$ cat config.mk
export PLATFORM = sky130hd
export DESIGN_NAME = irq_dispatch
export DESIGN_NICKNAME = d
export VERILOG_FILES = /design/src/rtl/irq_dispatch_pkg.sv /design/src/rtl/irq_qualify.sv /design/src/rtl/irq_state_upd.sv /design/src/rtl/irq_vec_gen.sv /design/src/rtl/irq_dispatch.sv
export SDC_FILE = /design/constraint.sdc
export NUM_CORES = 1
export LEC_CHECK = 0
export BUFFER_PORTS_ARGS = -buffer_cell sky130_fd_sc_hd__buf_4
export CORE_AREA = 8 8 193 195
export DETAILED_ROUTE_END_ITERATION = 10
export DIE_AREA = 0 0 201 203
export PLACE_DENSITY_LB_ADDON = 0.12
export SLEW_MARGIN = 20
export SYNTH_ARGS = -nofsm -noshare
export SYNTH_HDL_FRONTEND = slang
export SYNTH_SLANG_ARGS = --single-unit
$ cat constraint.sdc
create_clock -name clk_i -period 1.5 [get_ports clk_i]
set_input_delay 0.375 -clock clk_i [delete_from_list [all_inputs] [get_ports clk_i]]
set_output_delay 0.375 -clock clk_i [all_outputs]
set_load 0.02 [all_outputs]
$ cat src/rtl/irq_dispatch_pkg.sv
package irq_dispatch_pkg;
  localparam int PS_LVL_W  = 4;
  localparam int PS_EXCM_B = 4;
  localparam int PS_UM_B   = 5;

  typedef enum logic [2:0] {
    KIND_NONE   = 3'd0,
    KIND_LEVEL  = 3'd1,
    KIND_KERNEL = 3'd2,
    KIND_USER   = 3'd3,
    KIND_DOUBLE = 3'd4
  } disp_kind_e;
endpackage

$ cat src/rtl/irq_qualify.sv
module irq_qualify #(
  parameter int unsigned NUM_LEVELS = 6,
  parameter int unsigned NUM_IRQ    = 32
) (
  input  logic [3:0]                    pend_lvl_i,
  input  logic [3:0]                    cur_lvl_i,
  input  logic [NUM_IRQ-1:0]            int_set_i,
  input  logic [NUM_IRQ-1:0]            int_en_i,
  input  logic [NUM_LEVELS*NUM_IRQ-1:0] lvl_mask_i,
  output logic                          take_o
);
  logic [NUM_LEVELS:1] lvl_hit;
  logic                sel_hit;

  for (genvar l = 1; l <= NUM_LEVELS; l++) begin : g_hit
    assign lvl_hit[l] = |(lvl_mask_i[(l-1)*NUM_IRQ +: NUM_IRQ] & int_set_i & int_en_i);
  end

  // level 0 and levels beyond NUM_LEVELS select nothing
  always_comb begin
    sel_hit = 1'b0;
    for (int l = 1; l <= NUM_LEVELS; l++) begin
      if (pend_lvl_i == 4'(l)) sel_hit = lvl_hit[l];
    end
  end

  assign take_o = sel_hit && (pend_lvl_i > cur_lvl_i);
endmodule

$ cat src/rtl/irq_state_upd.sv
module irq_state_upd
  import irq_dispatch_pkg::*;
#(
  parameter int unsigned NUM_LEVELS = 6,
  parameter bit          HAS_DEPC   = 1'b1
) (
  input  logic                  take_i,
  input  logic [3:0]            lvl_i,
  input  logic [31:0]           ps_i,
  output disp_kind_e            kind_o,
  output logic [31:0]           ps_new_o,
  output logic [NUM_LEVELS-1:0] epc_we_o,
  output logic [NUM_LEVELS-2:0] eps_we_o,
  output logic                  depc_we_o,
  output logic                  cause_we_o
);
  logic [NUM_LEVELS-1:0] epc_lvl;
  logic [NUM_LEVELS-2:0] eps_lvl;

  always_comb begin
    epc_lvl = '0;
    eps_lvl = '0;
    for (int l = 1; l <= NUM_LEVELS; l++) begin
      if (lvl_i == 4'(l)) epc_lvl[l-1] = 1'b1;
    end
    for (int l = 2; l <= NUM_LEVELS; l++) begin
      if (lvl_i == 4'(l)) eps_lvl[l-2] = 1'b1;
    end
  end

  always_comb begin
    kind_o     = KIND_NONE;
    ps_new_o   = ps_i;
    epc_we_o   = '0;
    eps_we_o   = '0;
    depc_we_o  = 1'b0;
    cause_we_o = 1'b0;
    if (take_i) begin
      if (lvl_i > 4'd1) begin
        kind_o   = KIND_LEVEL;
        ps_new_o = {ps_i[31:PS_EXCM_B+1], 1'b1, lvl_i};
        epc_we_o = epc_lvl;
        eps_we_o = eps_lvl;
      end else begin
        cause_we_o            = 1'b1;
        ps_new_o[PS_EXCM_B]   = 1'b1;
        if (ps_i[PS_EXCM_B]) begin
          kind_o = KIND_DOUBLE;
          if (HAS_DEPC) depc_we_o   = 1'b1;
          else          epc_we_o[0] = 1'b1;
        end else begin
          kind_o      = ps_i[PS_UM_B] ? KIND_USER : KIND_KERNEL;
          epc_we_o[0] = 1'b1;
        end
      end
    end
  end
endmodule

$ cat src/rtl/irq_vec_gen.sv
module irq_vec_gen
  import irq_dispatch_pkg::*;
#(
  parameter bit          RELOC_EN    = 1'b1,
  parameter logic [31:0] DEF_VECBASE = 32'h4000_0000,
  parameter logic [31:0] OFS_LVL2    = 32'h0000_0180,
  parameter logic [31:0] VEC_STRIDE  = 32'h0000_0040,
  parameter logic [31:0] OFS_KERNEL  = 32'h0000_0300,
  parameter logic [31:0] OFS_USER    = 32'h0000_0340,
  parameter logic [31:0] OFS_DOUBLE  = 32'h0000_03C0
) (
  input  logic [31:0] vecbase_i,
  input  logic [3:0]  lvl_i,
  input  disp_kind_e  kind_i,
  output logic [31:0] vec_o
);
  logic [31:0] cfg_vec;
  logic [31:0] ofs;

  always_comb begin
    unique case (kind_i)
      KIND_LEVEL:  ofs = OFS_LVL2 + (32'(lvl_i) - 32'd2) * VEC_STRIDE;
      KIND_USER:   ofs = OFS_USER;
      KIND_DOUBLE: ofs = OFS_DOUBLE;
      default:     ofs = OFS_KERNEL;
    endcase
  end

  assign cfg_vec = DEF_VECBASE + ofs;

  if (RELOC_EN) begin : g_reloc
    assign vec_o = cfg_vec - DEF_VECBASE + vecbase_i;
  end else begin : g_fixed
    assign vec_o = cfg_vec;
  end
endmodule

$ cat src/rtl/irq_dispatch.sv
module irq_dispatch
  import irq_dispatch_pkg::*;
#(
  parameter int unsigned NUM_LEVELS  = 6,
  parameter int unsigned NUM_IRQ     = 32,
  parameter bit          HAS_DEPC    = 1'b1,
  parameter bit          RELOC_EN    = 1'b1,
  parameter bit          HAS_INT     = 1'b1,
  parameter logic [31:0] DEF_VECBASE = 32'h4000_0000,
  parameter logic [31:0] RESET_VEC   = 32'h5000_0000,
  parameter logic [5:0]  L1_CAUSE    = 6'd4
) (
  input  logic                          clk_i,
  input  logic                          rst_ni,
  input  logic [3:0]                    pend_lvl_i,
  input  logic [NUM_IRQ-1:0]            int_set_i,
  input  logic [NUM_IRQ-1:0]            int_en_i,
  input  logic [NUM_LEVELS*NUM_IRQ-1:0] lvl_mask_i,
  input  logic [31:0]                   ps_i,
  input  logic [31:0]                   pc_i,
  input  logic [31:0]                   vecbase_i,
  output logic                          taken_o,
  output logic [2:0]                    kind_o,
  output logic [31:0]                   next_pc_o,
  output logic                          ps_we_o,
  output logic [31:0]                   ps_wdata_o,
  output logic [31:0]                   save_pc_o,
  output logic [NUM_LEVELS-1:0]         epc_we_o,
  output logic                          depc_we_o,
  output logic [NUM_LEVELS-2:0]         eps_we_o,
  output logic [31:0]                   eps_wdata_o,
  output logic                          cause_we_o,
  output logic [5:0]                    cause_o
);
  localparam logic [31:0] RST_PS = HAS_INT ? 32'h0000_001F : 32'h0000_0010;

  logic                  take;
  disp_kind_e            kind_d;
  logic [31:0]           ps_new;
  logic [31:0]           vec;
  logic [NUM_LEVELS-1:0] epc_we_d;
  logic [NUM_LEVELS-2:0] eps_we_d;
  logic                  depc_we_d;
  logic                  cause_we_d;

  irq_qualify #(.NUM_LEVELS(NUM_LEVELS), .NUM_IRQ(NUM_IRQ)) u_qual (
    .pend_lvl_i (pend_lvl_i),
    .cur_lvl_i  (ps_i[PS_LVL_W-1:0]),
    .int_set_i  (int_set_i),
    .int_en_i   (int_en_i),
    .lvl_mask_i (lvl_mask_i),
    .take_o     (take)
  );

  irq_state_upd #(.NUM_LEVELS(NUM_LEVELS), .HAS_DEPC(HAS_DEPC)) u_upd (
    .take_i     (take),
    .lvl_i      (pend_lvl_i),
    .ps_i       (ps_i),
    .kind_o     (kind_d),
    .ps_new_o   (ps_new),
    .epc_we_o   (epc_we_d),
    .eps_we_o   (eps_we_d),
    .depc_we_o  (depc_we_d),
    .cause_we_o (cause_we_d)
  );

  irq_vec_gen #(.RELOC_EN(RELOC_EN), .DEF_VECBASE(DEF_VECBASE)) u_vec (
    .vecbase_i (vecbase_i),
    .lvl_i     (pend_lvl_i),
    .kind_i    (kind_d),
    .vec_o     (vec)
  );

  always_ff @(posedge clk_i or negedge rst_ni) begin
    if (!rst_ni) begin
      taken_o     <= 1'b0;
      kind_o      <= KIND_NONE;
      ps_we_o     <= 1'b0;
      epc_we_o    <= '0;
      eps_we_o    <= '0;
      depc_we_o   <= 1'b0;
      cause_we_o  <= 1'b0;
      next_pc_o   <= RESET_VEC;
      ps_wdata_o  <= RST_PS;
      save_pc_o   <= '0;
      eps_wdata_o <= '0;
      cause_o     <= '0;
    end else begin
      taken_o    <= take;
      kind_o     <= kind_d;
      ps_we_o    <= take;
      epc_we_o   <= epc_we_d;
      eps_we_o   <= eps_we_d;
      depc_we_o  <= depc_we_d;
      cause_we_o <= cause_we_d;
      if (take) begin
        next_pc_o   <= vec;
        ps_wdata_o  <= ps_new;
        save_pc_o   <= pc_i;
        eps_wdata_o <= ps_i;
      end
      if (cause_we_d) cause_o <= L1_CAUSE;
    end
  end

  AST_TAKE_ABOVE_CUR: assert property (@(posedge clk_i) disable iff (!rst_ni)
    taken_o |-> $past(pend_lvl_i) > $past(ps_i[3:0]));
  AST_TAKE_IN_RANGE: assert property (@(posedge clk_i) disable iff (!rst_ni)
    taken_o |-> 32'($past(pend_lvl_i)) <= NUM_LEVELS);
  AST_SAVE_ONEHOT: assert property (@(posedge clk_i) disable iff (!rst_ni)
    $onehot0({epc_we_o, depc_we_o}));
  AST_SAVE_PC: assert property (@(posedge clk_i) disable iff (!rst_ni)
    taken_o |-> save_pc_o == $past(pc_i));
  AST_LVL_FIELD: assert property (@(posedge clk_i) disable iff (!rst_ni)
    (kind_o == KIND_LEVEL) |-> ps_wdata_o[3:0] == $past(pend_lvl_i));
  AST_CAUSE_L1: assert property (@(posedge clk_i) disable iff (!rst_ni)
    cause_we_o |-> (kind_o inside {KIND_KERNEL, KIND_USER, KIND_DOUBLE}));
  AST_EXCM_SET: assert property (@(posedge clk_i) disable iff (!rst_ni)
    ps_we_o |-> ps_wdata_o[PS_EXCM_B]);
  AST_IDLE_QUIET: assert property (@(posedge clk_i) disable iff (!rst_ni)
    !taken_o |-> (epc_we_o == '0 && eps_we_o == '0 && !depc_we_o && !cause_we_o));
endmodule

==> out/results.ini <==
[synth]
syn_inst=786
ys_seq_area_share_pct=36.2
yosysWarningCount=0
synth_cell_types=59
syn_area_um2=7760
synth_area_per_cell_um2=9.88
synth_ff_type=dfrtp_1
ys_ff_latch=112
async_reset_ff_share_pct=100
synth_edf_count=0

[final_layout]
final_util_pct=42.3
fin_cells=1890
final_area_um2=14400
area_growth_pct=86.1
drive_above_1_share_pct=63.6
layout_common_cells=buf_4, nand3_1, dfrtp_1
layout_commonest_cell=buf_4
final_nets=1821

[setup_path]
worst_setup_path_start_kind=input pin
crit_arrival_ns=4.00
end_kind=register
worstPathRequired_ns=1.79
worstPathMaxFanout=6
crit_type=in -> reg

[global_route]
antenna_found_initial=7
grt.total_usage_pct=21.4
grt_overflow=0
grt_start_max_net_pins=50
grt_pass1_vias=9992
grt_pass1_wl_um=65000

[routing]
ant_nets=0
drc=0
avgRoutedWirePerCell_um=24.1
wl_um=45600
drt_iter0_drc=374
vias=8897
drtPass1Iterations=5
viasPerCell=4.71

[placed_design]
place_inst=1859
place_hpwl_um=39800
dp_slack_ns=-2.84
numPortBuffers=503
gp_congestion=0.946
place_area_um2=13200

[sta]
hold_slack_ns=0.229
clock_skew_ns=0
hold_violations=0
post-route-period-util_pct=247
finalSetupViolCount=111
max_freq_mhz=270
rsz0062_at_grt=yes
setup_ws_ns=-2.20
fin_crit_ns=3.70
fin_tns_setup_ns=-148.09
finalMaxSlewViolations=0

[cts]
cts.sinks=112
worst_skew_pair.late_latency_ns=0.36
max-clock-path-buffers=2
cts_tree=yes
cts_buffers=9
clkTransAtPathRegs_ns=0.08
htreeDepth=3
root_buffer=clkbuf_16

[pwr]
vdd_drop_max_uv=707
p_leak_nw=6.97
p_total_mw=15.3
power.density_nw_per_um2=1060

[floorplanning]
rows=68
die_w_um=201
io_pins=510
fp.coreArea_um2=34100
initial_utilization_pct=22.8
fp.dieArea_um2=40800
die_h_um=203

[outcome]
violations=negative setup slack
outcome=finished with violations

[worst_hold_path]
hp-class=in -> reg

[run]
max-cap-violations=0

Yosys cell counts, drive strengths merged (2+ instances only):
cell type / number / area (um^2)
nand3: 195 / 976
dfrtp: 106 / 2650
mux2: 92 / 1310
buf: 56 / 433
nand4: 50 / 313
ha: 35 / 438
a21oi: 28 / 144
nand2: 26 / 97.6
nor2: 26 / 100
o21ai: 16 / 80.1
inv: 15 / 56.3
nor4: 15 / 100
and3: 13 / 81.3
xnor2: 12 / 105
xor2: 11 / 96.3
a31oi: 9 / 56.3
a21o: 8 / 60.1
nor3: 8 / 45.0
dfstp: 6 / 158
a211oi: 5 / 37.5
nand2b: 5 / 31.3
o211ai: 5 / 37.5
or2: 5 / 31.3
a311oi: 4 / 41.3
o21a: 4 / 30.0
clkbuf: 3 / 11.3
a21boi: 2 / 15.0
a41oi: 2 / 17.5
conb: 2 / 7.51
nor2b: 2 / 12.5
o21bai: 2 / 15.0
or3: 2 / 12.5
layout make-up:
class                      instances  area, um^2
fill                            3449       19700
timing repair buffer             683        5510
multi-input combinational        605        5170
sequential                       112        2810
tap                              455         569
clock buffer                       9         225
clock inverter                     6        80.1
inverter                          16        75.1
antenna                            4        10.0
registers in the layout (all words and copies together) (netlist names), 2 cells and up:
signal and flops:
eps_wdata_o 32, next_pc_o 32, save_pc_o 32, eps_we_o 4
ps_wdata_o 4, epc_we_o 2, kind_o 2
timing repair:
action,CTS,global route
hold endpoints to repair,7,0
setup buffers,14,4
gates cloned,0,1
hold buffers,1,0
setup endpoints to repair,111,112
pin swaps,62,21
resized for setup,145,22
where the power goes:
group	internal, mW	switching (mW)	leakage, nW
Combinational	4.15	3.86	5.48
Sequential	4.08	0.671	1.34
Clock	1.32	1.23	0.151
Total	9.55	5.76	6.97
critical path: stages:
cell and delay, ns:
buf_4 0.14, buf_6 0.14, nand3_1 0.07, nand4_1 0.11
nor4_2 0.35, buf_4 0.17, a21oi_2 0.04, a311oi_2 0.24
buf_4 0.17, nor3_4 0.06, buf_4 0.14, and3_4 0.17
ha_4 0.24, a2111oi_4 0.30, o21ai_2 0.14, a21oi_2 0.16
o211ai_1 0.16, a211oi_2 0.32, o31ai_2 0.09, xor2_1 0.16
mux2_4 0.26
routing by layer:
metal / part of all wire, % / global-route usage [%] / up-vias
met1: 35 / 21.1 / 4244
li1: - / - / 4206
met4: 4.7 / 10.9 / 6
met5: 0.099 / 0 / -
met2: 53 / 40.2 / 364
met3: 6.9 / 6.33 / 77
cell families after synthesis:
kind of cell	Yosys count	share of synthesized area, %
other	2	0.0967
adders and majority gates	36	5.90
AOI/OAI and AO/OA	92	7.75
and+or+nand+nor	353	24.0
DFF	112	36.2
buffers and inverters	75	6.50
xor gates and xnor gates	23	2.60
muxes	93	17.0
path summary, 6_finish.rpt:
check | cells after the start | from | slack (ns) | endpoint
hold / removal | 2 | pc_i[12] | 0.23 | save_pc_o[12]$_DFFE_PN0P_
hold reg to reg | 2 | ps_wdata_o[0]$_DFFE_PN1P_ | 0.50 | ps_wdata_o[0]$_DFFE_PN1P_
min in group asynchronous | 2 | rst_ni | 0.40 | next_pc_o[5]$_DFFE_PN0P_
max in group asynchronous | 3 | rst_ni | 0.57 | ps_wdata_o[3]$_DFFE_PN1P_
setup reg to reg | 1 | eps_wdata_o[10]$_DFFE_PN0P_ | 0.68 | eps_wdata_o[10]$_DFFE_PN0P_
setup / recovery | 21 | int_set_i[29] | -2.20 | next_pc_o[30]$_DFFE_PN1P_
Note: power is estimated with default switching activity, not from simulation.
